<file path="config.mk">
export PLATFORM = sky130hd
export DESIGN_NAME = lim_evt_reg
export DESIGN_NICKNAME = d
export VERILOG_FILES = /design/src/rtl/lim_evt_pkg.sv /design/src/rtl/lim_cond_sync.sv /design/src/rtl/lim_edge_det.sv /design/src/rtl/lim_evt_bank.sv /design/src/rtl/lim_en_reg.sv /design/src/rtl/lim_evt_reg.sv
export SDC_FILE = /design/constraint.sdc
export NUM_CORES = 1
export LEC_CHECK = 0
export BUFFER_PORTS_ARGS = -buffer_cell sky130_fd_sc_hd__buf_2
export CAP_MARGIN = 0
export CORE_MARGIN = 5
export CORE_UTILIZATION = 29
export DETAILED_ROUTE_END_ITERATION = 8
export GPL_TIMING_DRIVEN = 0
export PLACE_DENSITY = 0.58
export SYNTH_ARGS = -nofsm -noshare
export SYNTH_HDL_FRONTEND = slang
export SYNTH_SLANG_ARGS = --single-unit
export TNS_END_PERCENT = 5
</file>
<file path="constraint.sdc">
create_clock -name clk -period 1.19 [get_ports clk]
set_input_delay 0.357 -clock clk [delete_from_list [all_inputs] [get_ports clk]]
set_output_delay 0.357 -clock clk [all_outputs]
set_load 0.02 [all_outputs]
</file>
<file path="src/rtl/lim_evt_pkg.sv">
package lim_evt_pkg;
   localparam int unsigned EVT_W   = 8;
   localparam int unsigned COND_N  = 5;

   // event bit positions decoded by host software
   localparam int unsigned POS_CV   = 0;
   localparam int unsigned POS_CC   = 1;
   localparam int unsigned POS_OV   = 2;
   localparam int unsigned POS_OC   = 3;
   localparam int unsigned POS_HARD = 6;

   localparam logic [EVT_W-1:0] IMPL_MASK =
      EVT_W'((1 << POS_CV) | (1 << POS_CC) | (1 << POS_OV) |
             (1 << POS_OC) | (1 << POS_HARD));

   // condition vector order: {hard, oc, ov, cc, cv}
   typedef struct packed {
      logic hard;
      logic oc;
      logic ov;
      logic cc;
      logic cv;
   } cond_t;

   function automatic logic [EVT_W-1:0] cond_to_evt(input cond_t c);
      logic [EVT_W-1:0] r;
      r           = '0;
      r[POS_CV]   = c.cv;
      r[POS_CC]   = c.cc;
      r[POS_OV]   = c.ov;
      r[POS_OC]   = c.oc;
      r[POS_HARD] = c.hard;
      return r;
   endfunction
endpackage

</file>
<file path="src/rtl/lim_cond_sync.sv">
module lim_cond_sync #(
   parameter int unsigned WIDTH  = 5,
   parameter int unsigned STAGES = 0
) (
   input  logic             clk,
   input  logic             rst_n,
   input  logic [WIDTH-1:0] d_i,
   output logic [WIDTH-1:0] q_o
);
   generate
      if (STAGES == 0) begin : g_pass
         assign q_o = d_i;
      end else begin : g_sync
         logic [WIDTH-1:0] chain_q [STAGES];
         for (genvar s = 0; s < STAGES; s++) begin : g_stage
            always_ff @(posedge clk or negedge rst_n) begin
               if (!rst_n) begin
                  chain_q[s] <= '0;
               end else if (s == 0) begin
                  chain_q[s] <= d_i;
               end else begin
                  chain_q[s] <= chain_q[(s == 0) ? 0 : s-1];
               end
            end
         end
         assign q_o = chain_q[STAGES-1];
      end
   endgenerate
endmodule

</file>
<file path="src/rtl/lim_edge_det.sv">
module lim_edge_det #(
   parameter int unsigned WIDTH = 5
) (
   input  logic             clk,
   input  logic             rst_n,
   input  logic [WIDTH-1:0] lvl_i,
   output logic [WIDTH-1:0] rise_o
);
   // history starts at zero so conditions active at reset release
   // appear as rising edges on the first clock
   logic [WIDTH-1:0] hist_q;

   always_ff @(posedge clk or negedge rst_n) begin
      if (!rst_n) begin
         hist_q <= '0;
      end else begin
         hist_q <= lvl_i;
      end
   end

   assign rise_o = lvl_i & ~hist_q;
endmodule

</file>
<file path="src/rtl/lim_evt_bank.sv">
module lim_evt_bank #(
   parameter int unsigned              WIDTH     = 8,
   parameter logic [WIDTH-1:0]         IMPL_BITS = '1
) (
   input  logic             clk,
   input  logic             rst_n,
   input  logic [WIDTH-1:0] set_i,
   input  logic             rd_stb_i,
   output logic [WIDTH-1:0] evt_o,
   output logic [WIDTH-1:0] rd_data_o
);
   logic [WIDTH-1:0] evt_q;
   logic [WIDTH-1:0] rd_q;

   generate
      for (genvar b = 0; b < WIDTH; b++) begin : g_bit
         if (IMPL_BITS[b]) begin : g_cell
            // set wins over the clear of a same-cycle read
            always_ff @(posedge clk or negedge rst_n) begin
               if (!rst_n) begin
                  evt_q[b] <= 1'b0;
               end else begin
                  evt_q[b] <= set_i[b] | (evt_q[b] & ~rd_stb_i);
               end
            end
         end else begin : g_rsvd
            assign evt_q[b] = 1'b0;
         end
      end
   endgenerate

   always_ff @(posedge clk or negedge rst_n) begin
      if (!rst_n) begin
         rd_q <= '0;
      end else if (rd_stb_i) begin
         rd_q <= evt_q;
      end
   end

   assign evt_o     = evt_q;
   assign rd_data_o = rd_q;
endmodule

</file>
<file path="src/rtl/lim_en_reg.sv">
module lim_en_reg #(
   parameter int unsigned WIDTH = 8
) (
   input  logic             clk,
   input  logic             rst_n,
   input  logic             wr_i,
   input  logic [WIDTH-1:0] wdata_i,
   output logic [WIDTH-1:0] q_o
);
   logic [WIDTH-1:0] mask_q;

   always_ff @(posedge clk or negedge rst_n) begin
      if (!rst_n) begin
         mask_q <= '0;
      end else if (wr_i) begin
         mask_q <= wdata_i;
      end
   end

   assign q_o = mask_q;
endmodule

</file>
<file path="src/rtl/lim_evt_reg.sv">
module lim_evt_reg #(
   parameter int unsigned DATA_W      = 8,
   parameter int unsigned SYNC_STAGES = 0,
   parameter bit          SUM_REG     = 1'b0
) (
   input  logic              clk,
   input  logic              rst_n,
   input  logic              cv_mode_i,
   input  logic              cc_mode_i,
   input  logic              ov_trip_i,
   input  logic              oc_trip_i,
   input  logic              hard_trip_i,
   input  logic              rd_stb_i,
   output logic [DATA_W-1:0] rd_data_o,
   input  logic              en_wr_i,
   input  logic [DATA_W-1:0] en_wdata_i,
   output logic [DATA_W-1:0] en_rdata_o,
   output logic              summary_o
);
   import lim_evt_pkg::*;

   localparam int unsigned CW = COND_N;

   initial begin
      if (DATA_W != EVT_W) begin
         $fatal(1, "lim_evt_reg: DATA_W must equal %0d", EVT_W);
      end
      if (SYNC_STAGES > 4) begin
         $fatal(1, "lim_evt_reg: SYNC_STAGES above 4 not supported");
      end
   end

   cond_t            cond_raw;
   logic [CW-1:0]    cond_sync;
   logic [CW-1:0]    cond_rise;
   logic [DATA_W-1:0] set_vec;
   logic [DATA_W-1:0] evt_q;
   logic [DATA_W-1:0] en_q;
   logic              hit;

   assign cond_raw = '{hard: hard_trip_i, oc: oc_trip_i, ov: ov_trip_i,
                       cc: cc_mode_i, cv: cv_mode_i};

   lim_cond_sync #(.WIDTH(CW), .STAGES(SYNC_STAGES)) u_sync (
      .clk   (clk),
      .rst_n (rst_n),
      .d_i   (cond_raw),
      .q_o   (cond_sync)
   );

   lim_edge_det #(.WIDTH(CW)) u_edge (
      .clk    (clk),
      .rst_n  (rst_n),
      .lvl_i  (cond_sync),
      .rise_o (cond_rise)
   );

   assign set_vec = cond_to_evt(cond_t'(cond_rise));

   lim_evt_bank #(.WIDTH(DATA_W), .IMPL_BITS(IMPL_MASK)) u_bank (
      .clk       (clk),
      .rst_n     (rst_n),
      .set_i     (set_vec),
      .rd_stb_i  (rd_stb_i),
      .evt_o     (evt_q),
      .rd_data_o (rd_data_o)
   );

   lim_en_reg #(.WIDTH(DATA_W)) u_en (
      .clk     (clk),
      .rst_n   (rst_n),
      .wr_i    (en_wr_i),
      .wdata_i (en_wdata_i),
      .q_o     (en_q)
   );

   assign en_rdata_o = en_q;
   assign hit        = |(evt_q & en_q);

   generate
      if (SUM_REG) begin : g_sum_reg
         logic sum_q;
         always_ff @(posedge clk or negedge rst_n) begin
            if (!rst_n) begin
               sum_q <= 1'b0;
            end else begin
               sum_q <= hit;
            end
         end
         assign summary_o = sum_q;
      end else begin : g_sum_comb
         assign summary_o = hit;
      end
   endgenerate
endmodule


</file>
---- Yosys cells after proc, flatten, opt, wreduce, memory -nomap -nowiden ----
Cells that the tools add are included.
operators by class
  bitwise logic cells ..................... 14
  reductions and logical operators ........ 1
operators by type and width
  kind                        number
  bitwise AND 7 x 8 -> 8 bit  1
  OR reduction 8 bit          1
  bitwise AND 1 bit           5
  bitwise AND 5 bit           1
  inverter 5 bit              1
  OR 1 bit                    5
  inverter 1 bit              1
word-level totals
  bits in registers ....................... 23
  word-level logic and storage cells ...... 23
  output and inout port bits .............. 17

---- Longest topological paths before layout ----
Gate-level depths: netlist of the first run.
  word-level depth ........................ 3
  gate-level depth with buffers ........... 2
  mapped depth without buffers ............ 2

---- Modules after synthesis ----
A second synthesis of the first run with hierarchy kept.
second synthesis, totals
  cell total of the unflattened synthesis .. 67
  area total of the unflattened synthesis .. 1029.7 um^2
by module, submodules not included
  module         cells each  seq. area each (um^2)  area an instance (um^2)  times used
  lim_evt_bank   29          250.2                  426.7                    1
  lim_en_reg     17          200.2                  331.6                    1
  lim_edge_det   10          125.1                  193.9                    1
  lim_evt_reg    6           0.0                    40.0                     1
  lim_cond_sync  5           0.0                    37.5                     1

---- Least setup slack after synthesis of the first run ----
OpenSTA, ideal clock, no wires.
  path kind ............................... register to output
  start point ............................. register u_en.mask_q[6], in the netlist u_en.q_o[6]
  end point ............................... output summary_o
  required time ........................... 0.833 ns
  stages on the path, launching flop included .. 3
  arrival ................................. 0.955 ns
  slack ................................... -0.122 ns
  path buffers ............................ 0
  cell sequence ........................... dfrtp_1 -> a222oi_1 -> nand2_1
between the ends
  word-level cells in the longest chain between the ends .. 2
RTL lines
  element                     line               source
  start, declared             lim_en_reg.sv:10   logic [WIDTH-1:0] mask_q;
  start signal, assigned      lim_en_reg.sv:16   mask_q <= wdata_i;
  bitwise AND 7 x 8 -> 8 bit  lim_evt_reg.sv:78  assign hit = |(evt_q & en_q);
  OR reduction 8 bit          lim_evt_reg.sv:78
  end, declared               lim_evt_reg.sv:18  output logic summary_o
Every way passes these cells.

---- Worst setup path in the final report of the first run ----
  start point ............................. register u_bank.evt_q[6], in the netlist u_bank.evt_o[6]
  end point ............................... output summary_o
between the ends
  word-level cells in the longest chain between the ends .. 2
RTL lines
  element                          line                source
  start, declared                  lim_evt_bank.sv:12  logic [WIDTH-1:0] evt_q;
  start signal, assigned by index  lim_evt_bank.sv:23  evt_q[b] <= set_i[b] | (evt_q[b] & ~rd_stb_i);
  bitwise AND 7 x 8 -> 8 bit       lim_evt_reg.sv:78
  OR reduction 8 bit               lim_evt_reg.sv:78
Every way passes these cells.

==> results of run 1 <==
worst paths after layout:
| kind | from | end | slack [ns] | depth (start not counted) |
|---|---|---|---|---|
| worst max-delay path | u_bank.evt_o[6] | summary_o | -0.54 | 3 |
| worst max register to register | u_en.q_o[6] | u_en.q_o[6] | 0.29 | 2 |
| worst min-delay path | rst_n | u_bank.rd_data_o[6] | -0.003 | 1 |
| worst min register to register | u_edge.hist_q[4] | u_bank.evt_o[6] | 0.43 | 1 |
| max in group asynchronous | rst_n | u_en.q_o[3] | 0.83 | 1 |
| min in group clk | cc_mode_i | u_edge.hist_q[1] | 0.16 | 1 |
power by group through the flow:
| stage | Sequential (W) | Clock (W) | Combinational, W |
|---|---|---|---|
| global route | 0.000916 | 0.000399 | 0.000376 |
| finish | 0.000904 | 0.000344 | 0.000346 |
| global placement | 0.000917 | 0 | 0.000328 |
| detailed placement | 0.000921 | 0 | 0.000332 |
| floorplan | 0.000976 | 0 | 0.000150 |
| CTS | 0.000904 | 0.000366 | 0.000349 |
sequential cells by signal (all words and copies together), names as in the netlist:
name              count
u_bank.evt_o          5
u_bank.rd_data_o      5
u_edge.hist_q         5
u_en.q_o              8
worst max-delay path, stage by stage, from the launching register on:
cell and delay (ns):
dfrtp_1 0.40, a222oi_1 0.41, nand2_1 0.08, buf_2 0.17
final cells by class:
type	count	area (µm²)	area share
clock buffers	4	26.3	0.0225
plain buffers	5	45.0	0.0385
inverters	10	37.5	0.0321
multi-input cells	24	259	0.222
repair buffers	30	168	0.143
well taps	44	55.1	0.0471
flip-flops and latches	23	578	0.495
cell usage after synthesis, drive strengths merged:
| master | number | area [µm²] |
|---|---|---|
| dfrtp | 23 | 576 |
| mux2 | 13 | 195 |
| inv | 10 | 37.5 |
| buf | 5 | 45.0 |
| o22ai | 5 | 31.3 |
| a222oi | 1 | 10.0 |
| a22oi | 1 | 7.51 |
| conb | 1 | 3.75 |
| nand2 | 1 | 3.75 |
per-layer routing:
layer	vias to the layer above	wire length, µm	track usage	part of all wire
met2	28	773	0.134	0.45
met1	262	764	0.117	0.44
li1	263	-	-	-
met5	-	0	0	0
met3	4	134	0.0204	0.078
met4	0	52	0.0761	0.030
logic make-up (layout without fill, tap and decap cells):
family	after synthesis	count (layout)	share of synthesized area
and+or+nand+nor	1	1	0.00412
buffers and inverters	15	49	0.0908
DFF	23	23	0.633
AOI/OAI and AO/OA	7	7	0.0536
other	1	3	0.00412
muxes	13	13	0.215
per-stage QoR:
step	hold WS (ns)	instances
global route	0.0227	140
CTS	0.00477	140
global placement	0.344	134
detailed placement	0.355	134
floorplan	0.0614	62
finish	-0.00283	140
repair_timing:
| action | 4_1_cts | 5_1_grt |
|---|---|---|
| setup endpoints to repair | 14 | 14 |
| gates resized for setup | 2 | 2 |
| gates cloned | 0 | 0 |
| setup buffers | 2 | 0 |
| pin swaps | 1 | 2 |
==> metrics.md, run 1 <==
| Metric | Value |
|---|---|
| Hold slack | -0.00283 ns |
| Vias in the first global route | 642 |
| Hold WC Path Type | in2async |
| Clock Skews | 0.00167 ns |
| Die height | 66.0 µm |
| Peak Freq | 579 MHz |
| Global-route wire length before repair | 2970 µm |
| Total power | 0.00159 W |
| Flops & latches, synth | 23 |
| Failing checks | hold timing, setup timing |
| Period utilization | 1.45 |
| Clock latency on the worst-skew pair | 0.30 ns |
| Setup TNS | -1.15 ns |
| I/O Buffers | 28 |
| CTS tree | yes |
| Net Sw Power | 0.000432 W |
| Iteration-0 DRC count of the detailed router | 14 |
| Total CTS buffers | 3 |
| Crit. End Element | primary output |
| Initial Util | 0.300 |
| DRC | 0 |
| Setup crit start kind | register |
| Flop pwr share | 0.567 |
| H-tree depth | 1 |
| Largest net degree at the start of global routing | 24 |
| RSZ-0062 raised after global routing | true |
| Post-cts hold buffer count | 0 |
| Final #Nets | 114 |
| WS Path Type | reg2out |
| Row cnt | 20 |
| Clock share of power | 0.216 |
| Max cap viols | 0 |
| DRT Pass-1 Iters | 4 |
| RD Place Congestion | 0.736 |
| Detailed Place HPWL | 1320 µm |
| GRT Residual Overflow | 0 |
| Syn_area_per_cell | 15.2 µm² |
| Worst IR Drop VDD | 0.346 mV |
| Placed inst area | 1110 µm² |
| Cell Pwr Density | 1360 nW/µm² |
| Vias per cell | 3.98 |
| Ys Warns | 0 |
| Filler Cell Count | 304 |
| Die Wd | 66.0 µm |
| Most frequent cells in the layout | 26 x buf_2, 21 x dfrtp_1, 13 x mux2_4, 10 x inv_1 |
| Total track usage | 0.0929 |
| CP required | 0.83 ns |
| Remaining antenna violation count | 0 |
| Layout cells sized above 1 | 0.552 |
| Ant diodes | 0 |
| Fin. Hold Viols | 4 |
| Wire per inst | 12.3 µm |
| Crit path DAT | 1.37 ns |
| Cell Area, Synth | 910 µm² |
| Most common cell after layout, fill and taps aside | buf_2 |
| Unique cell type count in the Yosys netlist | 10 |
| Final min period | 1.73 ns |
| Worst-path clk slew | 0.11 ns |
| Clk Tree Root Cell | clkbuf_4 |
| Mapped Cells | 60 |
| Fin worst setup slack | -0.537 ns |
| Fraction of power spent switching nets | 0.271 |
| DR vias | 557 |
| Leakage | 0.619 nW |
| Max FO, Critical Path | 2 |
| Die ar. | 4360 µm² |
| Synth-to-layout area growth | 28.5% |
| Clock tree sinks | 23 |
| Seq/Total Area, Yosys | 0.633 |
| Final core utilization | 0.386 |
| Status | finished with violations |
| Max clock buf depth | 2 |
| Core box area | 3030 µm² |
| Final setup vio count | 14 |
| Comb power frac | 0.217 |
| Internal Power | 0.00116 W |
| I/O Pins | 34 |
| Place WS | -0.224 ns |
| Initial antenna violation count | 0 |
| Final Max Slew Viols | 0 |
| Final Cell Area | 1170 µm² |
| Final wirelength | 1720 µm |
Note: power is estimated with default switching activity, not from simulation.
==> run 2: changes to the inputs <==
ABC_CLOCK_PERIOD_IN_PS = 1190   (was not set)
PLACE_DENSITY = not set   (was 0.58)
==> run 2 against run 1 <==
Final cell count unchanged. Worst setup slack better by 0.084 ns. Via count up 0.54%. Die area unchanged. Utilization up 0.45 points. Sequential power about the same. Sequential cell count unchanged. Global-route usage down 0.71 points. Cell area up 1.2%. The flow finishes with violations (setup timing). Non-clock buffer count unchanged. Wire length down 0.64%.
==> metrics.md, run 2 (synthesized netlist as in run 1, its figures left out) <==
| Metric | Value |
|---|---|
| Clock Skews | 0.000829 ns (was 0.00167 ns) |
| Crit. End Element | primary output (unchanged) |
| I/O Pins | 34 (unchanged) |
| Worst IR Drop VDD | 0.592 mV (was 0.346 mV) |
| Post-cts hold buffer count | 0 (unchanged) |
| Setup crit start kind | register (unchanged) |
| Remaining antenna violation count | 0 (unchanged) |
| Worst-margin pin slew | 0.509 ns |
| Total CTS buffers | 3 (unchanged) |
| Total track usage | 0.0858 (was 0.0929) |
| Max FO, Critical Path | 3 (was 2) |
| Filler Cell Count | 297 (was 304) |
| Failing checks | setup timing (was hold timing, setup timing) |
| H-tree depth | 1 (unchanged) |
| Place WS | -0.132 ns (was -0.224 ns) |
| Clock tree sinks | 23 (unchanged) |
| Worst slew margin | 0.660 |
| Fin worst setup slack | -0.453 ns (was -0.537 ns) |
| Status | finished with violations (unchanged) |
| Internal Power | 0.00116 W (about the same) |
| Initial Util | 0.300 (unchanged) |
| Sequential Area | 578 µm² (unchanged) |
| Hold WC Path Type | in2async (unchanged) |
| Clock latency on the worst-skew pair | 0.30 ns (about the same) |
| Crit path DAT | 1.29 ns (was 1.37 ns) |
| Worst-path clk slew | 0.12 ns (was 0.11 ns) |
| Die height | 66.0 µm (unchanged) |
| Largest net degree at the start of global routing | 24 (unchanged) |
| DRC | 0 (unchanged) |
| Buf/Inv on CP | 1 (unchanged) |
| GRT Residual Overflow | 0 (unchanged) |
| Most common cell after layout, fill and taps aside | buf_2 (unchanged) |
| Period utilization | 1.38 (was 1.45) |
| Max cap viols | 0 (unchanged) |
| Clk Tree Root Cell | clkbuf_4 (unchanged) |
| CTS tree | yes (unchanged) |
| Cell Pwr Density | 1360 nW/µm² (about the same) |
| Largest delay share family, worst path | flip-flops (was compound AO/OA/AOI/OAI gates) |
| Wire per inst | 12.2 µm (was 12.3 µm) |
| Die ar. | 4360 µm² (unchanged) |
| Comb power frac | 0.220 (was 0.217) |
| Global-route wire length before repair | 2820 µm (was 2970 µm) |
| Clock share of power | 0.219 (was 0.216) |
| Initial antenna violation count | 0 (unchanged) |
| Hold slack | 0.000242 ns (was -0.00283 ns) |
| Final min period | 1.64 ns (was 1.73 ns) |
| Fraction of power spent switching nets | 0.279 (was 0.271) |
| Flop pwr share | 0.561 (was 0.567) |
| Fin. Hold Viols | 0 (was 4) |
| Row cnt | 20 (unchanged) |
| Layout cells sized above 1 | 0.563 (was 0.552) |
| Cell Chain, Critical Path | a222oi_1 > nand2_1 > buf_2 (unchanged) |
| CP required | 0.83 ns (about the same) |
| Leakage | 0.626 nW (was 0.619 nW) |
| RSZ-0062 raised after global routing | true (unchanged) |
| Die Wd | 66.0 µm (unchanged) |
| Area of the multi-input gates | 259 µm² (unchanged) |
| Ant diodes | 0 (unchanged) |
| Final #Nets | 114 (unchanged) |
| WS Path Type | reg2out (unchanged) |
| RD Place Congestion | 0.733 (was 0.736) |
| Net Sw Power | 0.000450 W (was 0.000432 W) |
| Synth-to-layout area growth | 30.0% (was 28.5%) |
| Largest stage delay, worst path | 0.44 ns (was 0.41 ns) |
| Setup TNS | -1.08 ns (was -1.15 ns) |
| I/O Buffers | 28 (unchanged) |
| Final setup vio count | 14 (unchanged) |
| Peak Freq | 609 MHz (was 579 MHz) |
| DR vias | 560 (was 557) |
| DRT Pass-1 Iters | 4 (unchanged) |
| Max reg flops | 8 (unchanged) |
| Vias per cell | 4.00 (was 3.98) |
| Final Max Slew Viols | 0 (unchanged) |
| Most frequent cells in the layout | 24 x buf_2, 21 x dfrtp_1, 13 x mux2_4, 10 x inv_1, 6 x buf_6 (was 26 x buf_2, 21 x dfrtp_1, 13 x mux2_4, 10 x inv_1) |
| CP max-delay cell | dfrtp_2 (was a222oi_1) |
| Vias in the first global route | 624 (was 642) |
| Core box area | 3030 µm² (unchanged) |
| Iteration-0 DRC count of the detailed router | 7 (was 14) |
| Final wirelength | 1710 µm (was 1720 µm) |
| Max clock buf depth | 2 (unchanged) |
-- run 2: cell count changes in the layout (fill, tap and decap cells not counted) --
cell | before | now
clkbuf_1 | 1 | 0
buf_6 | 4 | 6
clkinv_2 | 0 | 1
buf_2 | 26 | 24
-- run 2: per-layer routing --
metal	track usage	up-vias	routed length [µm]	share of wire
met3	0.0119	2	99	0.058
met5	0	-	0	0
li1	-	265	-	-
met2	0.140	19	836	0.49
met4	0.0609	0	28	0.016
met1	0.103	274	748	0.44
-- run 2: final timing paths --
kind / depth (start not counted) / slack [ns] / from / end
max in group asynchronous: 1 / 0.82 / rst_n / u_en.q_o[6]
worst min-delay path: 1 / 0.0002 / rst_n / u_bank.rd_data_o[0]
worst min register to register: 1 / 0.43 / u_edge.hist_q[4] / u_bank.evt_o[6]
worst max-delay path: 3 / -0.45 / u_en.q_o[6] / summary_o
min in group clk: 1 / 0.16 / cv_mode_i / u_edge.hist_q[0]
worst max register to register: 2 / 0.29 / u_en.q_o[3] / u_en.q_o[3]
-- run 2: layout make-up --
cell class,count,area share
timing repair buffer,30,0.152
clock inverter,1,0.00423
multi-input combinational,24,0.219
inverter,10,0.0317
sequential,23,0.489
buffer,5,0.0381
tap,44,0.0466
clock buffer,3,0.0190
-- run 2: power by group through the flow --
stage          Clock [W]  Sequential, W  Combinational [W]
2_1_floorplan          0       0.000976           0.000150
3_3_place_gp           0       0.000918           0.000324
3_5_place_dp           0       0.000920           0.000332
4_1_cts         0.000367       0.000905           0.000356
5_1_grt         0.000414       0.000915           0.000382
6_report        0.000354       0.000905           0.000355
-- run 2: what timing repair did --
| item | 4_1_cts | 5_1_grt |
|---|---|---|
| gates resized for setup | 5 | 3 |
| buffers inserted | 2 | 0 |
| hold endpoints to repair | 0 | 0 |
| setup endpoints to repair | 14 | 14 |
-- run 2: worst reg2reg max path: stages, from the launching register on --
cell and delay [ns]:
dfrtp_2 0.43, buf_6 0.12, mux2_4 0.25
-- run 2: per-stage QoR --
step                cells  power (W)  utilization  area (µm²)
CTS                   140    0.00163        0.388        1170
detailed placement    134    0.00125        0.368        1110
global placement      134    0.00124        0.368        1110
global route          140    0.00171        0.390        1180
finish                140    0.00161        0.390        1180
floorplan              62    0.00113            -         920
==> run 3: changes to the inputs <==
ABC_CLOCK_PERIOD_IN_PS = 1700   (was 1190)
CORE_ASPECT_RATIO = 1.1   (was not set)
CORE_UTILIZATION = 36   (was 29)
clock period = 1.7 ns   (was 1.19 ns; I/O delays follow)
==> run 3 against run 2 <==
The run still ends with setup timing left. Via count up 0.71%. Critical endpoint unchanged. First-iteration DRC count increased by 100%. Clock power shrank 31%. Die area decreased by 17%. Wire length down 7.9%. Critical path type unchanged. Non-clock buffer count is 1 higher. Global-route usage is 0.97 points higher.
==> metrics.md, run 3 (synthesized netlist as in run 1, its figures left out) <==
| Metric | Value |
|---|---|
| R2r setup slk | 0.81 ns (was 0.29 ns) |
| Initial Util | 0.368 (was 0.300) |
| Clock tree sinks | 23 (unchanged) |
| Clock latency on the worst-skew pair | 0.30 ns (about the same) |
| GRT Residual Overflow | 0 (unchanged) |
| Row cnt | 19 (was 20) |
| Reg2Reg Depth | 2 (unchanged) |
| Filler Cell Count | 255 (was 297) |
| DR vias | 564 (was 560) |
| Worst IR Drop VDD | 0.548 mV (was 0.592 mV) |
| Post-cts hold buffer count | 0 (unchanged) |
| Max FO, Critical Path | 2 (was 3) |
| Most frequent cells in the layout | 27 x buf_2, 23 x dfrtp_1, 13 x mux2_4, 10 x inv_1, 7 x buf_4 (was 24 x buf_2, 21 x dfrtp_1, 13 x mux2_4, 10 x inv_1, 6 x buf_6) |
| Worst Setup SP | u_bank.evt_o[6] (was u_en.q_o[6]) |
| Worst slew margin | 0.664 (was 0.660) |
| Routed length on met2 | 735 µm (was 836 µm) |
| Status | finished with violations (unchanged) |
| Synth-to-layout area growth | 26.1% (was 30.0%) |
| Die height | 62.7 µm (was 66.0 µm) |
| Clk Tree Root Cell | clkbuf_4 (unchanged) |
| Largest net degree at the start of global routing | 24 (unchanged) |
| Worst-margin pin slew | 0.503 ns (was 0.509 ns) |
| WS Path Type | reg2out (unchanged) |
| Global-route wire length before repair | 2640 µm (was 2820 µm) |
| Layout cells sized above 1 | 0.536 (was 0.563) |
| Total track usage | 0.0955 (was 0.0858) |
| Worst-path clk slew | 0.12 ns (about the same) |
| Crit. End Element | primary output (unchanged) |
| Max clock buf depth | 2 (unchanged) |
| Cell Pwr Density | 970 nW/µm² (was 1360 nW/µm²) |
| Period utilization | 1.10 |
| Final min period | 1.86 ns |
| Final Max Slew Viols | 0 (unchanged) |
| Top routing layer in use | met4 (unchanged) |
| H-tree depth | 1 (unchanged) |
| RSZ-0062 raised after global routing | true (unchanged) |
| Fin. Hold Viols | 0 (unchanged) |
| M1 WL | 685 µm (was 748 µm) |
| Total CTS buffers | 3 (unchanged) |
| Wire per inst | 12.3 µm (was 12.2 µm) |
| Final #Nets | 115 (was 114) |
| Met3 WL post-DR | 119 µm (was 99 µm) |
| Iteration-0 DRC count of the detailed router | 14 (was 7) |
| Remaining antenna violation count | 0 (unchanged) |
| Clock Skews | 0.00240 ns (was 0.000829 ns) |
| CP required | 1.19 ns (was 0.83 ns) |
| Die Wd | 57.9 µm (was 66.0 µm) |
| Peak Freq | 537 MHz |
| Crit path DAT | 1.35 ns (was 1.29 ns) |
| Leakage | 0.623 nW (was 0.626 nW) |
| I/O Buffers | 28 (unchanged) |
| Ant diodes | 0 (unchanged) |
| Fin worst setup slack | -0.163 ns (was -0.453 ns) |
| Hold WC Path Type | in2async (unchanged) |
| Reg2reg start | u_en.q_o[3] (unchanged) |
| Setup TNS | -0.163 ns (was -1.08 ns) |
| DRC | 0 (unchanged) |
| Setup crit start kind | register (unchanged) |
| I/O Pins | 34 (unchanged) |
| Final setup vio count | 1 (was 14) |
| CTS tree | yes (unchanged) |
| Initial antenna violation count | 0 (unchanged) |
| Max cap viols | 0 (unchanged) |
| Vias in the first global route | 573 (was 624) |
| Failing checks | setup timing (unchanged) |
| Total power | 0.00111 W (was 0.00161 W) |
| Core box area | 2470 µm² (was 3030 µm²) |
| Most common cell after layout, fill and taps aside | buf_2 (unchanged) |
| Final wirelength | 1580 µm (was 1710 µm) |
| DRT Pass-1 Iters | 4 (unchanged) |
| Die ar. | 3630 µm² (was 4360 µm²) |
| Max reg flops | 8 (unchanged) |
| RD Place Congestion | 0.655 (was 0.733) |
| Final core utilization | 0.464 (was 0.390) |
| Vias per cell | 4.41 (was 4.00) |
run 3: cell type report:
cell class | count | area [µm²] | share of cell area
well taps | 31 | 38.8 | 0.0338
repair buffers | 31 | 165 | 0.144
inverters | 10 | 37.5 | 0.0327
flip-flops and latches | 23 | 576 | 0.502
plain buffers | 5 | 45.0 | 0.0393
multi-input cells | 24 | 259 | 0.226
clock buffers | 4 | 26.3 | 0.0229
run 3: worst paths after layout:
path / to
max: summary_o
min: u_bank.rd_data_o[2]
max reg2reg: u_en.q_o[3]
min reg2reg: u_bank.evt_o[6]
max in group asynchronous: u_edge.hist_q[4]
min in group clk: u_edge.hist_q[1]
run 3: metrics by stage:
step                worst slack (ns)  cell area, µm²  cells  hold WS [ns]
floorplan                      0.235             917     62         0.214
global placement               0.167            1100    121         0.412
detailed placement             0.152            1100    121         0.419
CTS                           -0.170            1140    128         0.166
global route                  -0.270            1150    128         0.191
finish                        -0.163            1150    128         0.155
run 3: power by group:
| group | internal [W] | switching, W | leakage [nW] |
|---|---|---|---|
| Sequential | 0.000599 | 0.0000311 | 0.273 |
| Clock | 0.0000914 | 0.000151 | 0.0150 |
| Combinational | 0.000121 | 0.000119 | 0.334 |
run 3: per-layer routing:
metal	global-route usage	up-vias
li1	-	268
met1	0.120	271
met2	0.145	21
met3	0.0207	4
met4	0.0609	0
met5	0	-
run 3: worst max-delay path, stage by stage (launching register included):
cell	delay, ns
dfrtp_1	0.40
a222oi_1	0.39
nand2_1	0.09
buf_4	0.16
run 3: timing repair:
action | CTS | global route
setup buffers | 3 | 0
gates resized for setup | 0 | 1
pin swaps | 1 | 2
setup endpoints to repair | 1 | 1
